==> config.mk <==
export PLATFORM = sky130hd
export DESIGN_NAME = dma_handshake
export DESIGN_NICKNAME = d
export VERILOG_FILES = /design/src/rtl/dma_hs_pkg.sv /design/src/rtl/dma_hs_cfg.sv /design/src/rtl/dma_hs_route.sv /design/src/rtl/dma_hs_ctrl.sv /design/src/rtl/dma_handshake.sv
export SDC_FILE = /design/constraint.sdc
export NUM_CORES = 1
export LEC_CHECK = 0
export BUFFER_PORTS_ARGS = -buffer_cell sky130_fd_sc_hd__buf_4
export CORE_AREA = 2 2 114 144
export CTS_BUF_LIST = sky130_fd_sc_hd__clkbuf_2
export CTS_CLUSTER_DIAMETER = 120
export CTS_CLUSTER_SIZE = 10
export DETAILED_ROUTE_END_ITERATION = 16
export DIE_AREA = 0 0 116 146
export HOLD_SLACK_MARGIN = 0.06
export PLACE_DENSITY_LB_ADDON = 0.3
export SLEW_MARGIN = 20
export SYNTH_ARGS = -nofsm -noshare
export SYNTH_HDL_FRONTEND = slang
export SYNTH_SLANG_ARGS = --single-unit
export TNS_END_PERCENT = 20
==> constraint.sdc <==
create_clock -name clk -period 2.89 [get_ports clk]
set_input_delay 0.1445 -clock clk [delete_from_list [all_inputs] [get_ports clk]]
set_output_delay 0.1445 -clock clk [all_outputs]
set_load 0.005 [all_outputs]
==> src/rtl/dma_hs_pkg.sv <==
// Shared types for the DMA handshake controller.
// Assumes a 4-bit slot index, so sixteen slots, and a 16-bit register write port.
package dma_hs_pkg;
    localparam int IDX_W  = 4;
    localparam int NUM_EP = 1 << IDX_W;
    localparam int REG_W  = 16;

    typedef enum logic [1:0] {
        A_CFG = 2'd0,
        A_DIR = 2'd1,
        A_CNT = 2'd2,
        A_CLR = 2'd3
    } reg_addr_e;

    typedef struct packed {
        logic             dack_only;
        logic             dack_low;
        logic             dreq_low;
        logic [1:0]       burst;
        logic [IDX_W-1:0] idx;
    } dma_cfg_t;

    // Burst code to strobes per request: 1, 4, 8, 16
    function automatic logic [4:0] burst_len(input logic [1:0] code);
        case (code)
            2'd0:    return 5'd1;
            2'd1:    return 5'd4;
            2'd2:    return 5'd8;
            default: return 5'd16;
        endcase
    endfunction
endpackage

==> src/rtl/dma_hs_cfg.sv <==
// Register file for the DMA handshake controller.
// Holds the configuration word, the per-slot direction mask and the byte-count limit.
// Emits one-clock pulses for a done clear and for a configuration rewrite.
// Assumes CNT_W <= 16.
module dma_hs_cfg
    import dma_hs_pkg::*;
#(
    parameter int CNT_W = 16
) (
    input  logic                clk,
    input  logic                rst_n,
    input  logic                wr_en,
    input  logic [1:0]          addr,
    input  logic [REG_W-1:0]    wdata,
    output dma_cfg_t            cfg,
    output logic [NUM_EP-1:0]   dir_mask,
    output logic [CNT_W-1:0]    xfer_len,
    output logic                clr_done,
    output logic                restart
);
    // Register writes, cleared by synchronous reset
    always_ff @(posedge clk) begin
        if (!rst_n) begin
            cfg      <= '0;
            dir_mask <= '0;
            xfer_len <= '0;
        end else if (wr_en) begin
            case (reg_addr_e'(addr))
                A_CFG:   cfg      <= dma_cfg_t'(wdata[$bits(dma_cfg_t)-1:0]);
                A_DIR:   dir_mask <= wdata[NUM_EP-1:0];
                A_CNT:   xfer_len <= wdata[CNT_W-1:0];
                default: ;
            endcase
        end
    end

    // Command pulses decoded from the current write
    always_comb begin
        clr_done = wr_en && (reg_addr_e'(addr) == A_CLR) && wdata[0];
        restart  = wr_en && (reg_addr_e'(addr) == A_CFG);
    end
endmodule

==> src/rtl/dma_hs_route.sv <==
// Access router: decides whether the acknowledge line is active, then steers
// strobes to the DMA slot or to the CPU slot. Direction comes from the slot's mask bit.
// Also picks the target slot's fill level and short flag.
module dma_hs_route
    import dma_hs_pkg::*;
#(
    parameter int LVL_W = 7
) (
    input  logic [IDX_W-1:0]        dma_idx,
    input  logic                    dack_low,
    input  logic                    dack_only,
    input  logic [NUM_EP-1:0]       dir_mask,
    input  logic [IDX_W-1:0]        io_sel,
    input  logic                    dack_pin,
    input  logic                    rd,
    input  logic                    wr,
    input  logic [NUM_EP*LVL_W-1:0] fill_flat,
    input  logic [NUM_EP-1:0]       short_flags,
    output logic                    dma_act,
    output logic                    dma_stb,
    output logic                    ep_in,
    output logic [LVL_W-1:0]        ep_fill,
    output logic                    ep_short,
    output logic [IDX_W-1:0]        buf_sel,
    output logic                    buf_rd,
    output logic                    buf_wr
);
    logic [LVL_W-1:0] fill_arr [NUM_EP];

    // Unpack the flat fill bus into one level per slot
    for (genvar g = 0; g < NUM_EP; g++) begin : g_unpack
        assign fill_arr[g] = fill_flat[g*LVL_W +: LVL_W];
    end

    // Acknowledge decode, target slot status and strobe steering
    always_comb begin
        dma_act  = (dack_pin != dack_low);
        ep_in    = dir_mask[dma_idx];
        ep_fill  = fill_arr[dma_idx];
        ep_short = short_flags[dma_idx];
        dma_stb  = dma_act && (dack_only || (ep_in ? wr : rd));
        buf_sel  = dma_act ? dma_idx : io_sel;
        buf_rd   = dma_act ? (dma_stb && !ep_in) : rd;
        buf_wr   = dma_act ? (dma_stb && ep_in) : wr;
    end
endmodule

==> src/rtl/dma_hs_ctrl.sv <==
// Request sequencer: raises the request when the target slot is ready and counts
// burst beats and transferred bytes. Sets the sticky done flag on end of transfer,
// on the byte-count limit, on a short packet or on an empty packet.
// Assumes the fill level is valid in the same clock as the strobe.
module dma_hs_ctrl
    import dma_hs_pkg::*;
#(
    parameter int FIFO_DEPTH = 64,
    parameter int LVL_W      = 7,
    parameter int CNT_W      = 16
) (
    input  logic             clk,
    input  logic             rst_n,
    input  logic             en,
    input  logic [1:0]       burst,
    input  logic             ep_in,
    input  logic [LVL_W-1:0] ep_fill,
    input  logic             ep_short,
    input  logic             dma_stb,
    input  logic             eot,
    input  logic [CNT_W-1:0] xfer_len,
    input  logic             clr_done,
    input  logic             restart,
    output logic             dreq_lvl,
    output logic             done,
    output logic [3:0]       beats
);
    logic [CNT_W-1:0] bytes;
    logic [4:0]       blen;
    logic             ready, last_beat, hit_count, short_end, empty_end, finish;

    // Terminal conditions and readiness of the target slot
    always_comb begin
        blen      = burst_len(burst);
        ready     = ep_in ? (ep_fill < LVL_W'(FIFO_DEPTH)) : (ep_fill != '0);
        last_beat = dma_stb && ((5'(beats) + 5'd1) == blen);
        hit_count = dma_stb && (xfer_len != '0) && ((bytes + CNT_W'(1)) == xfer_len);
        short_end = dma_stb && !ep_in && ep_short && (ep_fill == LVL_W'(1));
        empty_end = en && !ep_in && ep_short && (ep_fill == '0);
        finish    = (dma_stb && (eot || hit_count || short_end)) || empty_end;
    end

    // Sticky done flag; a set in the same clock wins over a clear
    always_ff @(posedge clk) begin
        if (!rst_n)        done <= 1'b0;
        else if (finish)   done <= 1'b1;
        else if (clr_done) done <= 1'b0;
    end

    // Bytes moved since the last restart or clear
    always_ff @(posedge clk) begin
        if (!rst_n || restart || clr_done) bytes <= '0;
        else if (dma_stb)                  bytes <= bytes + CNT_W'(1);
    end

    // Beats within the current burst
    always_ff @(posedge clk) begin
        if (!rst_n || restart || finish) beats <= '0;
        else if (dma_stb)                beats <= last_beat ? 4'd0 : beats + 4'd1;
    end

    // Request level: dropped on end or burst boundary, raised when ready
    always_ff @(posedge clk) begin
        if (!rst_n || !en || done || finish) dreq_lvl <= 1'b0;
        else if (last_beat)                  dreq_lvl <= 1'b0;
        else if (!dreq_lvl && ready)         dreq_lvl <= 1'b1;
    end
endmodule

==> src/rtl/dma_handshake.sv <==
// Top of the device-side DMA handshake controller.
// Joins the register file, the access router and the request sequencer.
// Applies the request polarity and passes the data straight through.
// Assumes endpoint buffers outside the block that act on buf_rd and buf_wr each clock.
module dma_handshake
    import dma_hs_pkg::*;
#(
    parameter int FIFO_DEPTH = 64,
    parameter int CNT_W      = 16,
    parameter int DATA_W     = 8,
    localparam int LVL_W     = $clog2(FIFO_DEPTH + 1)
) (
    input  logic                    clk,
    input  logic                    rst_n,
    input  logic                    cfg_wr,
    input  logic [1:0]              cfg_addr,
    input  logic [15:0]             cfg_wdata,
    input  logic [3:0]              io_ep_sel,
    input  logic                    dack_pin,
    input  logic                    rd_stb,
    input  logic                    wr_stb,
    input  logic                    eot_in,
    input  logic [DATA_W-1:0]       bus_din,
    output logic [DATA_W-1:0]       bus_dout,
    output logic                    dreq_pin,
    output logic                    dma_done,
    output logic [3:0]              buf_sel,
    output logic                    buf_rd,
    output logic                    buf_wr,
    output logic [DATA_W-1:0]       buf_wdata,
    input  logic [DATA_W-1:0]       buf_rdata,
    input  logic [16*LVL_W-1:0]     buf_fill,
    input  logic [15:0]             buf_short
);
    dma_cfg_t          cfg;
    logic [NUM_EP-1:0] dir_mask;
    logic [CNT_W-1:0]  xfer_len;
    logic              clr_done, restart;
    logic              dma_act, dma_stb, ep_in, ep_short, dreq_lvl;
    logic [LVL_W-1:0]  ep_fill;
    logic [3:0]        beats;

    dma_hs_cfg #(.CNT_W(CNT_W)) u_cfg (
        .clk(clk), .rst_n(rst_n), .wr_en(cfg_wr), .addr(cfg_addr), .wdata(cfg_wdata),
        .cfg(cfg), .dir_mask(dir_mask), .xfer_len(xfer_len),
        .clr_done(clr_done), .restart(restart)
    );

    dma_hs_route #(.LVL_W(LVL_W)) u_route (
        .dma_idx(cfg.idx), .dack_low(cfg.dack_low), .dack_only(cfg.dack_only),
        .dir_mask(dir_mask), .io_sel(io_ep_sel), .dack_pin(dack_pin),
        .rd(rd_stb), .wr(wr_stb), .fill_flat(buf_fill), .short_flags(buf_short),
        .dma_act(dma_act), .dma_stb(dma_stb), .ep_in(ep_in), .ep_fill(ep_fill),
        .ep_short(ep_short), .buf_sel(buf_sel), .buf_rd(buf_rd), .buf_wr(buf_wr)
    );

    dma_hs_ctrl #(.FIFO_DEPTH(FIFO_DEPTH), .LVL_W(LVL_W), .CNT_W(CNT_W)) u_ctrl (
        .clk(clk), .rst_n(rst_n), .en(cfg.idx >= 4'd2), .burst(cfg.burst),
        .ep_in(ep_in), .ep_fill(ep_fill), .ep_short(ep_short), .dma_stb(dma_stb),
        .eot(eot_in), .xfer_len(xfer_len), .clr_done(clr_done), .restart(restart),
        .dreq_lvl(dreq_lvl), .done(dma_done), .beats(beats)
    );

    // Pin polarity and data pass-through
    always_comb begin
        dreq_pin  = dreq_lvl ^ cfg.dreq_low;
        bus_dout  = buf_rdata;
        buf_wdata = bus_din;
    end
endmodule

==> summary by stage, run 1 <==
Run status
The run finished with clean final reports.

Route
The vias after detailed routing is just under 5000. After detailed routing, the number of remaining DRC violations is 0. The first TritonRoute pass finished after 5 iterations. The aggregate routed wire length is 16400 um.

The detail route stage leaves a number of antenna-violating nets equal to 0. In the final routed layout, each cell accounts on average for approximately 17 um. In the routed layout, each cell is associated on average with a via count of approximately 5.1. The first routing iteration left 282 violations.

Floorplan
After floorplanning, the core was divided into 51 placement rows. The core area is ~0.015 mm2. Once the floorplan was initialized, standard cells occupied 29.8% of the core.

The I/O pin count is slightly below 200. Measured along the y axis, the die boundary spans 146 um. The chip width is between 100 and 150 um. The total die area is 0.0169 mm2.

Synth
The async set or reset register ratio after synthesis is 0%. The synthesized area divided by synthesized cell count is 7.99 um2. Summing the sequential cell areas from Yosys gives 27.4% of the chip area. Counting flops and latches in the post-synthesis netlist gives 63. The cell count after synthesis is between 500 and 600. The number of nets handed over by synthesis was between 700 and 800. In this run, synthesis inferred 0 flip-flops with an integrated enable. The cell area that synthesis handed to floorplanning was 0.00460 mm2. In the synthesized netlist the dominant register cell turns out to be dfxtp_1. For this run, the number of Yosys warnings is 0.

The synthesized netlist contains 70 unique library cells.

Worst setup path
The path depth of the worst reg2reg path is 10. The cell family contributing the most delay on the critical path is simple AND/OR/NAND/NOR gates. The end of the worst register-to-register path is u_ctrl.bytes[15]$_SDFFE_PP0P_. The number of buffer and inverter instances along the worst setup path is 3. The maximum cell stage delay along the critical path is roughly 0.43 ns.

STA classifies the critical path endpoint as a register. The kind of critical path is reg -> reg. Counting buffers and inverters, the worst setup path is 10 cells deep. The worst endpoint data arrival time is ~3.3 ns.

The critical path required time is 3.36 ns. The worst-path maximum fanout is 17. STA classifies the critical path startpoint as a register. The signal on the critical path passes through buf_4 > mux2i_2 > o22ai_2 > or3_4 > o221a_4 > buf_4 > buf_12 > or3_4 > or4_1 > a21oi_1. In this run the critical register-to-register path is launched from u_cfg.cfg[1]$_SDFFE_PN0P_. Across all register-to-register paths, the minimum setup slack is 0.10 ns. The slowest stage of the critical path belongs to the cell dfxtp_4.

STA
The final count of hold timing violations came to 0. The minimum clock period after layout is 2.79 ns. For this run, the top clock speed supported by timing is between 300 and 400 MHz. The worst pin sits at a relative slew slack of 63.9%. Setup repair after global routing could not meet its margin everywhere. For the pin with the worst max-slew slack, the measured transition is between 0.5 and 0.6 ns.

The clock arrives with 0.0306 ns of skew. Setup violations remaining at the end of the flow were counted as 0. The total count of max-transition violations in the final report is 0. Dividing the final minimum period by the clock period gives 96.5%.

Power and ir drop
The post-layout total power is 1.98 mW. The maximum vdd ir drop is 0.000165 V. Of the total power, the clock network draws between 20% and 30%. In this run the static leakage power is approximately 2.4 nW. The power per unit of standard cell area is 307 mW/mm2. Net switching is 29.8% of the power. For this design the total switching power over the nets is 588 uW.

Cell internal power was estimated by the tool at ~1.4 mW. The sequential group share of total power is 46.4%. The share of power burned in combinational logic is 27.6%.

Placement
The number of buffers added on ports is 164. Once placement finished, the instance area stood at 0.00598 mm2. The routability congestion estimate from global placement is 0.809.

The post-DP HPWL is 13100 um.

Global routing
The via count of the first global-routing pass is just under 5000. The total overflow left after global routing is 0. The initial antenna violation count came to 0. The first global-routing pass estimated 24800 um of wire. The maximum number of pins on one net before global-route repair is 47.

The total global-route track usage is between 10% and 20%.

Clock network
The clock passes through at most 2 buffers. The number of clock buffers inserted by TritonCTS is 9. The root cell of the clock tree is clkbuf_2.

The clock network latency to the later pin of the worst-skew pair is 0.54 ns. In this run the number of H-tree levels came out at 3. The total clock sinks is 63. TritonCTS built the clock tree. The clock-pin slew of the registers on the worst-case setup and hold paths is roughly 0.19 ns.

Min path
The worst hold path was traced through 4 stages. The path with the worst hold slack has its endpoint at u_ctrl.done$_SDFFE_PN0P_. The type of the tightest min-delay check is in -> reg.

The worst hold path startpoint is cfg_wr.

Finish
Of the cells placed in the final design, the portion with a size suffix greater than 1 is between 30 and 40%. Summing all non-filler instances in the final layout gives an area of 0.00643 mm2. The filler cells instantiated in the layout total 1622. Summing all multi-input logic gate instances after layout gives 0.00304 mm2. The net count reported at finish is slightly above 900. 0 antenna diodes ended up in the layout.

The layout overhead on the synthesized area is 39.8%. The flip-flop and latch area is 0.00127 mm2.

Flow run
Max-cap violations in this run came to 0.
==> metal layers <==
metal,wire length (um),track usage [%],up-vias
met2,8120,33.7,213
met5,0,0,-
met4,618,8.81,0
met1,6310,21.4,2273
li1,-,-,2400
met3,1390,4.00,31
==> area by class of cell <==
class / instances / share of cell area [%]
Sequential cell: 63 / 19.7
Multi-Input combinational cell: 447 / 47.3
Tap cell: 212 / 4.12
Clock inverter: 6 / 0.817
Timing Repair Buffer: 215 / 26.7
Inverter: 12 / 0.700
Clock buffer: 9 / 0.700
==> state kept, by name (all words and copies together) (netlist names) <==
| register | cells |
|---|---|
| u_cfg.cfg | 9 |
| u_cfg.dir_mask | 16 |
| u_cfg.xfer_len | 16 |
| u_ctrl.beats | 4 |
| u_ctrl.bytes | 16 |
| u_ctrl.done | 1 |
| u_ctrl.dreq_lvl | 1 |
==> stage by stage <==
step / setup TNS [ns] / setup slack [ns] / hold WS [ns] / utilization, % / std cells
2_1_floorplan: 0 / 0.167 / 0.289 / - / 576
3_3_place_gp: 0 / 0.129 / 0.289 / 38.7 / 917
3_5_place_dp: 0 / 0.111 / 0.289 / 38.7 / 917
4_1_cts: 0 / 0.00332 / 0.0986 / 41.4 / 963
5_1_grt: -0.0213 / -0.0177 / 0.0942 / 41.7 / 964
6_report: 0 / 0.102 / 0.103 / 41.7 / 964
==> power groups by stage <==
stage | logic [mW] | registers [mW] | clock network, mW
5_1_grt | 0.588 | 0.922 | 0.570
3_5_place_dp | 0.507 | 0.936 | 0
6_report | 0.545 | 0.917 | 0.514
4_1_cts | 0.540 | 0.918 | 0.525
2_1_floorplan | 0.253 | 0.926 | 0
3_3_place_gp | 0.506 | 0.936 | 0
==> worst max-delay path by stage <==
stage                            startpoint                            end  slack (ns)
2_1_floorplan  u_ctrl.bytes[0]$_SDFFE_PP0P_   u_ctrl.beats[1]$_SDFFE_PP0P_        0.17
3_3_place_gp      u_cfg.cfg[1]$_SDFFE_PN0P_  u_ctrl.bytes[15]$_SDFFE_PP0P_        0.13
3_5_place_dp      u_cfg.cfg[1]$_SDFFE_PN0P_  u_ctrl.bytes[15]$_SDFFE_PP0P_        0.11
4_1_cts           u_cfg.cfg[1]$_SDFFE_PN0P_                         buf_wr       0.003
5_1_grt           u_cfg.cfg[1]$_SDFFE_PN0P_  u_ctrl.bytes[15]$_SDFFE_PP0P_       -0.02
6_report          u_cfg.cfg[1]$_SDFFE_PN0P_  u_ctrl.bytes[15]$_SDFFE_PP0P_        0.10
==> cell usage in the layout (no fill, tap or decap), drive strengths merged, types with 4 or more instances in the layout <==
| master | count |
|---|---|
| clkbuf | 9 |
| or3 | 7 |
| xor2 | 7 |
| a31oi | 4 |
| o22ai | 5 |
| o311ai | 6 |
| a211oi | 5 |
| o21ai | 17 |
| a21boi | 42 |
| nand2 | 112 |
| nor3 | 15 |
| nor4b | 5 |
| nand4 | 8 |
| dfxtp | 63 |
| or2 | 7 |
| nand3 | 9 |
| nor2b | 5 |
| o211ai | 5 |
| xnor2 | 28 |
| clkinv | 5 |
| buf | 185 |
| a21oi | 11 |
| mux2i | 10 |
| mux4 | 16 |
| nor4 | 16 |
| dlygate4sd3 | 30 |
| mux2 | 4 |
| nand3b | 4 |
| nor2 | 45 |
| inv | 12 |
==> cell families after synthesis <==
group	count (synthesis)	synth area share, %
AO/OA/AOI/OAI	130	20.9
XOR/XNOR	35	6.66
adder cells (fa/ha/maj)	2	0.544
buffers and inverters	66	7.31
flip-flops	63	27.4
multiplexers	30	11.1
AND/OR/NAND/NOR	250	26.2
==> Yosys cell counts, types with 5 or more instances <==
cell type | instances | area, um2
nand2_1 | 112 | 420
dfxtp_1 | 63 | 1260
nor2_1 | 44 | 165
a21boi_0 | 42 | 315
xnor2_1 | 28 | 245
clkbuf_1 | 25 | 93.8
buf_4 | 17 | 128
nor4_1 | 16 | 100
mux4_2 | 15 | 338
o21ai_0 | 15 | 75.1
nor3_1 | 14 | 70.1
inv_1 | 12 | 45.0
a21oi_1 | 11 | 55.1
mux2i_1 | 10 | 100
nand3_1 | 9 | 45.0
buf_2 | 8 | 40.0
nand4_1 | 8 | 50.1
xor2_1 | 7 | 61.3
o311ai_0 | 6 | 52.6
a211oi_1 | 5 | 37.5
nor2b_1 | 5 | 31.3
o211ai_1 | 5 | 37.5
or2_2 | 5 | 31.3
or3_1 | 5 | 31.3
==> repair_timing <==
action                                  CTS  global route
pin swaps                                 1             6
endpoints found under the hold margin    43             0
resized for setup                         2            11
buffers inserted                          1             1
hold buffers                             30             0
endpoints found under the setup margin    2             3
==> worst register-to-register path, stage by stage, from the launching register on <==
cell and delay (ns):
dfxtp_4 0.43, buf_4 0.12, mux2i_2 0.20, o22ai_2 0.11
or3_4 0.38, o221a_4 0.27, buf_4 0.14, buf_12 0.14
or3_4 0.39, or4_1 0.41, a21oi_1 0.13
Power figures use the tool's default switching activity.
==> run 2, diff against run 1 <==
==> constraint.sdc (replaced) <==
create_clock -name clk -period 2.8 [get_ports clk]
set_input_delay 0.14 -clock clk [delete_from_list [all_inputs] [get_ports clk]]
set_output_delay 0.14 -clock clk [all_outputs]
set_load 0.005 [all_outputs]
==> run 2 against run 1 <==
Net effect: count of clock-buffer cells in the layout increased by 1; die area is the same; core utilization increased by 1.1 points; clock power up 27%; hold slack better by 0.051 ns; sequential share of layout area down 0.41 points; total power is 10% higher; highest routed layer unchanged.
==> summary by stage, run 2 (same netlist as run 1, synthesis figures left out) <==
Clock network
The root buffer cell chosen for the clock tree is clkbuf_2. For the worst-skew pair, the clock arrives at the later sink with an insertion delay of between 0.5 and 0.6 ns. The number of clock buffers inserted by TritonCTS is 9. The total clock sinks is 63.

CTS built an H-tree with a depth of 3. No sink is reached through more buffers than the 2 on the longest clock path. TritonCTS built the clock tree.

The clock-pin slew of the registers on the worst-case setup and hold paths is ~0.20 ns.

Placement
The number of buffers added on ports is between 150 and 200. The routability congestion estimate from global placement is 0.812. The post-DP HPWL is 13400 um. The number of placed instances, taps included, is 926.

Worst setup path
The worst-path maximum fanout is 9. The kind of critical path is reg -> reg. The most prevalent standard cell on the critical path is or3_4. The worst setup path is launched from a register.

The critical path required time is 3.27 ns. Traced cell by cell, the critical path runs through buf_6 > mux2i_4 > o22ai_4 > or3_4 > o221a_4 > buf_4 > buf_12 > or3_4 > or4_4 > a21oi_2. The worst setup path is captured at a register. The largest individual stage delay along the critical path comes from the cell dfxtp_4. Setup slack on the worst reg-to-reg path comes out at 0.06 ns. In this design, the stage delay of the slowest critical-path cell is 0.45 ns. STA puts the critical path data arrival time at 3.21 ns.

Global routing
After global routing the overflow that remains totals 0. Across every metal layer, demand over resource in global routing totals 19.2%. The initial antenna violation count is 0. The via count of the first global-routing pass is between 4000 and 5000.

The first global-routing pass estimated 25200 um of wire. Entering global routing, the biggest net connects 47 pins.

Route
After detailed routing, the average wire length per cell comes to roughly 17 um. The vias after detailed routing is 4901. Using the TritonRoute via totals, the vias-per-cell ratio works out to 5.03.

The aggregate routed wire length is 16700 um. For this run, design rule violations remaining after detail routing come to 0. The count of TritonRoute iterations in the first routing pass is 4. The number of nets with antenna violations after routing is 0. The violation count after the first detailed-routing iteration is 311.

STA
The actual slew at the worst max-slew pin is between 0.8 and 0.9 ns. The minimum clock period after layout is ~2.7 ns. In this run the tightest slew margin relative to its limit is 44.7%. Setup repair after global routing could not meet its margin everywhere. The total count of max-transition violations in the final report is 0. The number of failing setup endpoints in the final timing report is 0.

The peak clock frequency supported by timing is 365 MHz. The post-route fraction of the period consumed by the critical path is 98.0%. The final count of hold timing violations is 0. Setup total negative slack on the finished layout was measured at 0 ns. For the final database, setup skew stands at 0.0359 ns.

Floorplan
The chip width is roughly 120 um. The floorplan has 51 rows. Pin placement for this block handled about 200 I/O pins. The core area is 0.0154 mm2. The total die area is 0.0169 mm2. The initial standard-cell utilization of the core is 29.8%. The height of the chip is 146 um.

Finish
In the final design database the tool counted 933 nets. The most common library cell in the layout ignoring fill and taps is buf_4. The share of final-layout standard cells stronger than drive strength 1 is 35.1%.

In the layout the commonest cells are buf_4, nand2_1, dfxtp_1. The area growth from synthesis to layout is 43.3%. The largest registers in the layout are u_cfg.dir_mask (16), u_cfg.xfer_len (16), u_ctrl.bytes (16). The total inserted antenna cells is 0. The count of cells in the finished layout, fillers not included, comes to 975.

Power and ir drop
The maximum vdd ir drop is 0.000157 V. The leakage power figure is 2.51 nW. In this run the power density over the cells is 330 mW/mm2.

Flow run
The max capacitance violation total is 0.

Min path
The min-delay analysis places its worst path in the category in -> reg.

Run status
The flow ran to the end, and the final reports show no timing, DRC or antenna violations.
## run 2: critical path: cells and delay by family, from the launching register on
| family | cells | cell delay [ns] |
|---|---|---|
| simple gates | 3 | 1.09 |
| compound gates | 3 | 0.48 |
| flops | 1 | 0.45 |
| buf+inv | 3 | 0.40 |
| mux | 1 | 0.24 |
## run 2: metal layers
| metal | vias to the layer above | global-route usage [%] | wire [um] |
|---|---|---|---|
| li1 | 2426 | - | - |
| met1 | 2272 | 21.8 | 6480 |
| met2 | 182 | 35.8 | 8590 |
| met3 | 21 | 3.33 | 1280 |
| met4 | 0 | 6.07 | 367 |
| met5 | - | 0 | 0 |
## run 2: cell type report
class                      instances  area [um2]
inverter                          12        45.0
multi-input combinational        447        3100
clock inverter                     6        85.1
clock buffer                      10        50.0
timing repair buffer             225        1780
sequential                        63        1270
fill                            1651        8850
tap                              212         265
## run 2: stage by stage
step | cell area (um2) | worst slack [ns] | util (%) | hold slack [ns] | power (mW)
after global placement | 6040 | 0.0760 | 39.1 | 0.280 | 1.49
after detailed placement | 6040 | 0.0478 | 39.1 | 0.280 | 1.49
after CTS | 6470 | -0.0220 | 41.9 | 0.157 | 2.17
after global routing | 6600 | -0.0427 | 42.7 | 0.176 | 2.28
after floorplan | 4600 | 0.0774 | - | 0.285 | 1.22
final | 6600 | 0.0570 | 42.7 | 0.154 | 2.18
## run 2: worst paths after layout
kind                                                      from                        endpoint  cells after the start
worst max-delay path                 u_cfg.cfg[1]$_SDFFE_PN0P_   u_ctrl.bytes[15]$_SDFFE_PP0P_                     10
worst min-delay path                              buf_short[0]    u_ctrl.dreq_lvl$_SDFFE_PP0P_                      6
worst max register to register       u_cfg.cfg[1]$_SDFFE_PN0P_   u_ctrl.bytes[15]$_SDFFE_PP0P_                     10
worst min register to register  u_cfg.dir_mask[8]$_SDFFE_PN0P_  u_cfg.dir_mask[8]$_SDFFE_PN0P_                      2
## run 2: timing repair
item | 4_1_cts | 5_1_grt
pin swaps | 5 | 10
hold endpoints to repair | 43 | 0
endpoints found under the setup margin | 3 | 12
gates resized for setup | 9 | 21
setup buffers | 5 | 5
hold buffers | 25 | 0
## run 2: where the power goes
part / leakage, nW / internal, mW / switching, mW
Combinational: 1.91 / 0.332 / 0.246
Clock: 0.0795 / 0.296 / 0.355
Sequential: 0.513 / 0.921 / 0.0277
==> run 3, diff against run 2 <==
--- a/config.mk
+++ b/config.mk
@@ -14,6 +14,7 @@
 export DIE_AREA = 0 0 116 146
 export HOLD_SLACK_MARGIN = 0.06
 export PLACE_DENSITY_LB_ADDON = 0.3
+export RECOVER_POWER = 50
 export SLEW_MARGIN = 20
 export SYNTH_ARGS = -nofsm -noshare
 export SYNTH_HDL_FRONTEND = slang
==> constraint.sdc (replaced) <==
create_clock -name clk -period 2.8 [get_ports clk]
set_input_delay 0.14 -clock clk [delete_from_list [all_inputs] [get_ports clk]]
set_output_delay 0.14 -clock clk [all_outputs]
set_load 0.01 [all_outputs]
==> run 3 against run 2 <==
Net effect: the run now ends with setup timing left; die area unchanged; combinational power hardly changed; setup slack worse by 0.17 ns; clock power decreased by 7.7%; first-iteration DRC count is 3.9% higher; largest cell class unchanged; highest routed layer unchanged.
==> summary by stage, run 3 (same netlist as run 1, synthesis figures left out) <==
Run status
The flow ran to the end, but the final reports show violations. The final reports fail on setup timing.

Placement
The routability congestion estimate from global placement is 0.845. The number of buffers added on ports is 164. The number of cells after detailed placement is 925.

The worst setup slack before clock tree synthesis is -0.0168 ns. Summing all placed instances gives a cell area of 0.00602 mm2. Detailed placement finished with a half-perimeter wire length of roughly 13000 um.

Global routing
The maximum number of pins on one net before global-route repair is 47. The total global-route track usage is 19.5%. The initial antenna violation count came to 0.

The total congestion overflow after global routing is 0. The via count of the first global-routing pass came to between 4000 and 5000. The global-route wire length before repair is 25600 um.

Route
In the routed design, unresolved DRC markers number 0. The aggregate routed wire length is 16900 um. In the routed layout, each cell is associated on average with a via count of around 5. The violation count after the first detailed-routing iteration is 323.

The vias after detailed routing is 4966. The number of nets with antenna violations after routing is 0. The pre-antenna-repair detailed-routing pass consisted of 4 iterations. The per-cell routed wire length is 17.3 um.

Worst setup path
The signal on the critical path passes through buf_6 > buf_6 > mux2i_4 > o22ai_4 > or3_1 > o221a_1 > or2_4 > o21ai_4 > buf_6. The critical-path cell with the highest stage delay is dfxtp_4. The critical path is of the reg -> out type. Of all nets on the critical path, the largest fanout is 5.

The most numerous cell type found on the critical path is buf_6. In this design, the stage delay of the slowest critical-path cell is 0.46 ns. The number of buffer and inverter instances along the worst setup path is 3.

The critical path required time is approximately 2.7 ns. STA puts the critical path data arrival time at roughly 2.8 ns. In this design, the largest share of critical-path delay is due to simple AND/OR/NAND/NOR gates. STA classifies the critical path endpoint as an output pin.

The critical path launch point type is a register.

Finish
The net count reported at finish is 935. The number of filler cells placed in the layout is about 1600. The most common library cell in the layout ignoring fill and taps is buf_4. The top cell types in the final layout, fill and taps aside, are buf_4, nand2_1, dfxtp_1. With fillers left out, the area of the finished cells amounts to 0.00660 mm2. The post-route netlist has 34.8% of its cells at a drive strength greater than 1.

The layout overhead on the synthesized area is 43.3%. The largest registers in the layout are u_cfg.dir_mask (16), u_cfg.xfer_len (16), u_ctrl.bytes (16). The repair_antennas step left the layout with diodes totalling 0.

Leaving out filler cells and counting taps, the final layout contains 977.

STA
Setup repair after global routing could not meet its margin everywhere. Derived from the worst setup path, the maximum achievable clock frequency is 343 MHz. In the finished design, the share of the clock period the worst path needs comes to 104%. The setup skew after layout is 0.0398 ns. The worst slack on hold paths is 0.193 ns. Once routing completed, OpenROAD measured the worst setup slack at -0.116 ns. For the pin with the worst max-slew slack, the measured transition is a little over 0.9 ns. Setup violations remaining at the end of the flow were counted as 3. The worst slew margin relative to its limit is 39.7%. The total count of max-transition violations in the final report was 0. The final count of hold timing violations was 0.

Setup total negative slack on the finished layout was measured at -0.240 ns. After layout, the minimum clock period comes to approximately 2.9 ns.

Clock network
The longest clock path from root to sink contains 2 buffers. The H-tree generated during clock tree synthesis spans 3 levels. Buffers inserted during clock tree synthesis total 9.

The clock network latency to the later pin of the worst-skew pair is 0.55 ns. The CTS tree is done. Clock-pin slew was measured on the worst setup and hold paths at 0.23 ns. The tree is rooted in a clkbuf_2. The clock drives 63 sinks.

Floorplan
The total die area is about 0.017 mm2. The die is between 100 and 150 um wide. The core region is 0.0154 mm2. 197 I/O pins were placed. The initial standard-cell utilization of the core is between 20% and 30%. In this run the core area contains 51 standard-cell rows.

The height of the chip is 146 um.

Power and ir drop
The leakage power figure is between 2 and 2.5 nW. IR analysis of the VDD net gives a maximum drop of 0.000250 V. Power spread over the standard cell area amounts to 323 mW/mm2.

Min path
The type of the tightest min-delay check is in -> reg.

Flow run
The max capacitance violation total is 0.
## run 3: path summary, 6_finish.rpt
kind	from	endpoint	slack (ns)	cells past startpoint
setup reg to reg	u_cfg.cfg[1]$_SDFFE_PN0P_	u_ctrl.bytes[15]$_SDFFE_PP0P_	-0.08	10
setup / recovery	u_cfg.cfg[1]$_SDFFE_PN0P_	buf_wr	-0.12	9
hold reg to reg	u_cfg.cfg[8]$_SDFFE_PN0P_	u_cfg.cfg[8]$_SDFFE_PN0P_	0.48	2
hold / removal	buf_short[0]	u_ctrl.dreq_lvl$_SDFFE_PP0P_	0.19	6
## run 3: routing by layer
layer / vias up / global-route usage, % / part of all wire, %
li1: 2433 / - / -
met1: 2297 / 21.9 / 37
met2: 206 / 35.6 / 51
met3: 30 / 3.04 / 9.4
met4: 0 / 8.57 / 3.1
met5: - / 0 / 0
## run 3: area by class of cell
| cell class | count | area (um2) | share of cell area, % |
|---|---|---|---|
| Sequential cell | 63 | 1270 | 19.2 |
| Inverter | 12 | 45.0 | 0.683 |
| Timing Repair Buffer | 227 | 1800 | 27.3 |
| Clock inverter | 7 | 80.1 | 1.21 |
| Multi-Input combinational cell | 447 | 3090 | 46.9 |
| Tap cell | 212 | 265 | 4.02 |
| Clock buffer | 9 | 45.0 | 0.683 |
## run 3: stage by stage
step / total power, mW / util [%]
3_3_place_gp: 1.50 / 39.0
4_1_cts: 2.14 / 42.0
2_1_floorplan: 1.23 / -
3_5_place_dp: 1.50 / 39.0
5_1_grt: 2.24 / 42.7
6_report: 2.13 / 42.7
## run 3: tightest hold or removal path: cells and delay by family
kind                   cells  cell delay, ns
multiplexers               1            0.06
buffers and inverters      1            0.09
AND/OR/NAND/NOR            1            0.09
AO/OA/AOI/OAI              3            0.30
## run 3: what timing repair did
item                       4_1_cts  5_1_grt
setup buffers                    7        5
hold buffers                    26        0
setup endpoints to repair        3       11
hold endpoints to repair        43        0
pin swaps                        4       11
gates resized for setup         10       22
## run 3: where the power goes
group / total [mW] / leakage, nW / internal [mW] / switching (mW)
Clock: 0.601 / 0.0695 / 0.216 / 0.385
Sequential: 0.948 / 0.512 / 0.922 / 0.0260
Combinational: 0.581 / 1.91 / 0.328 / 0.253
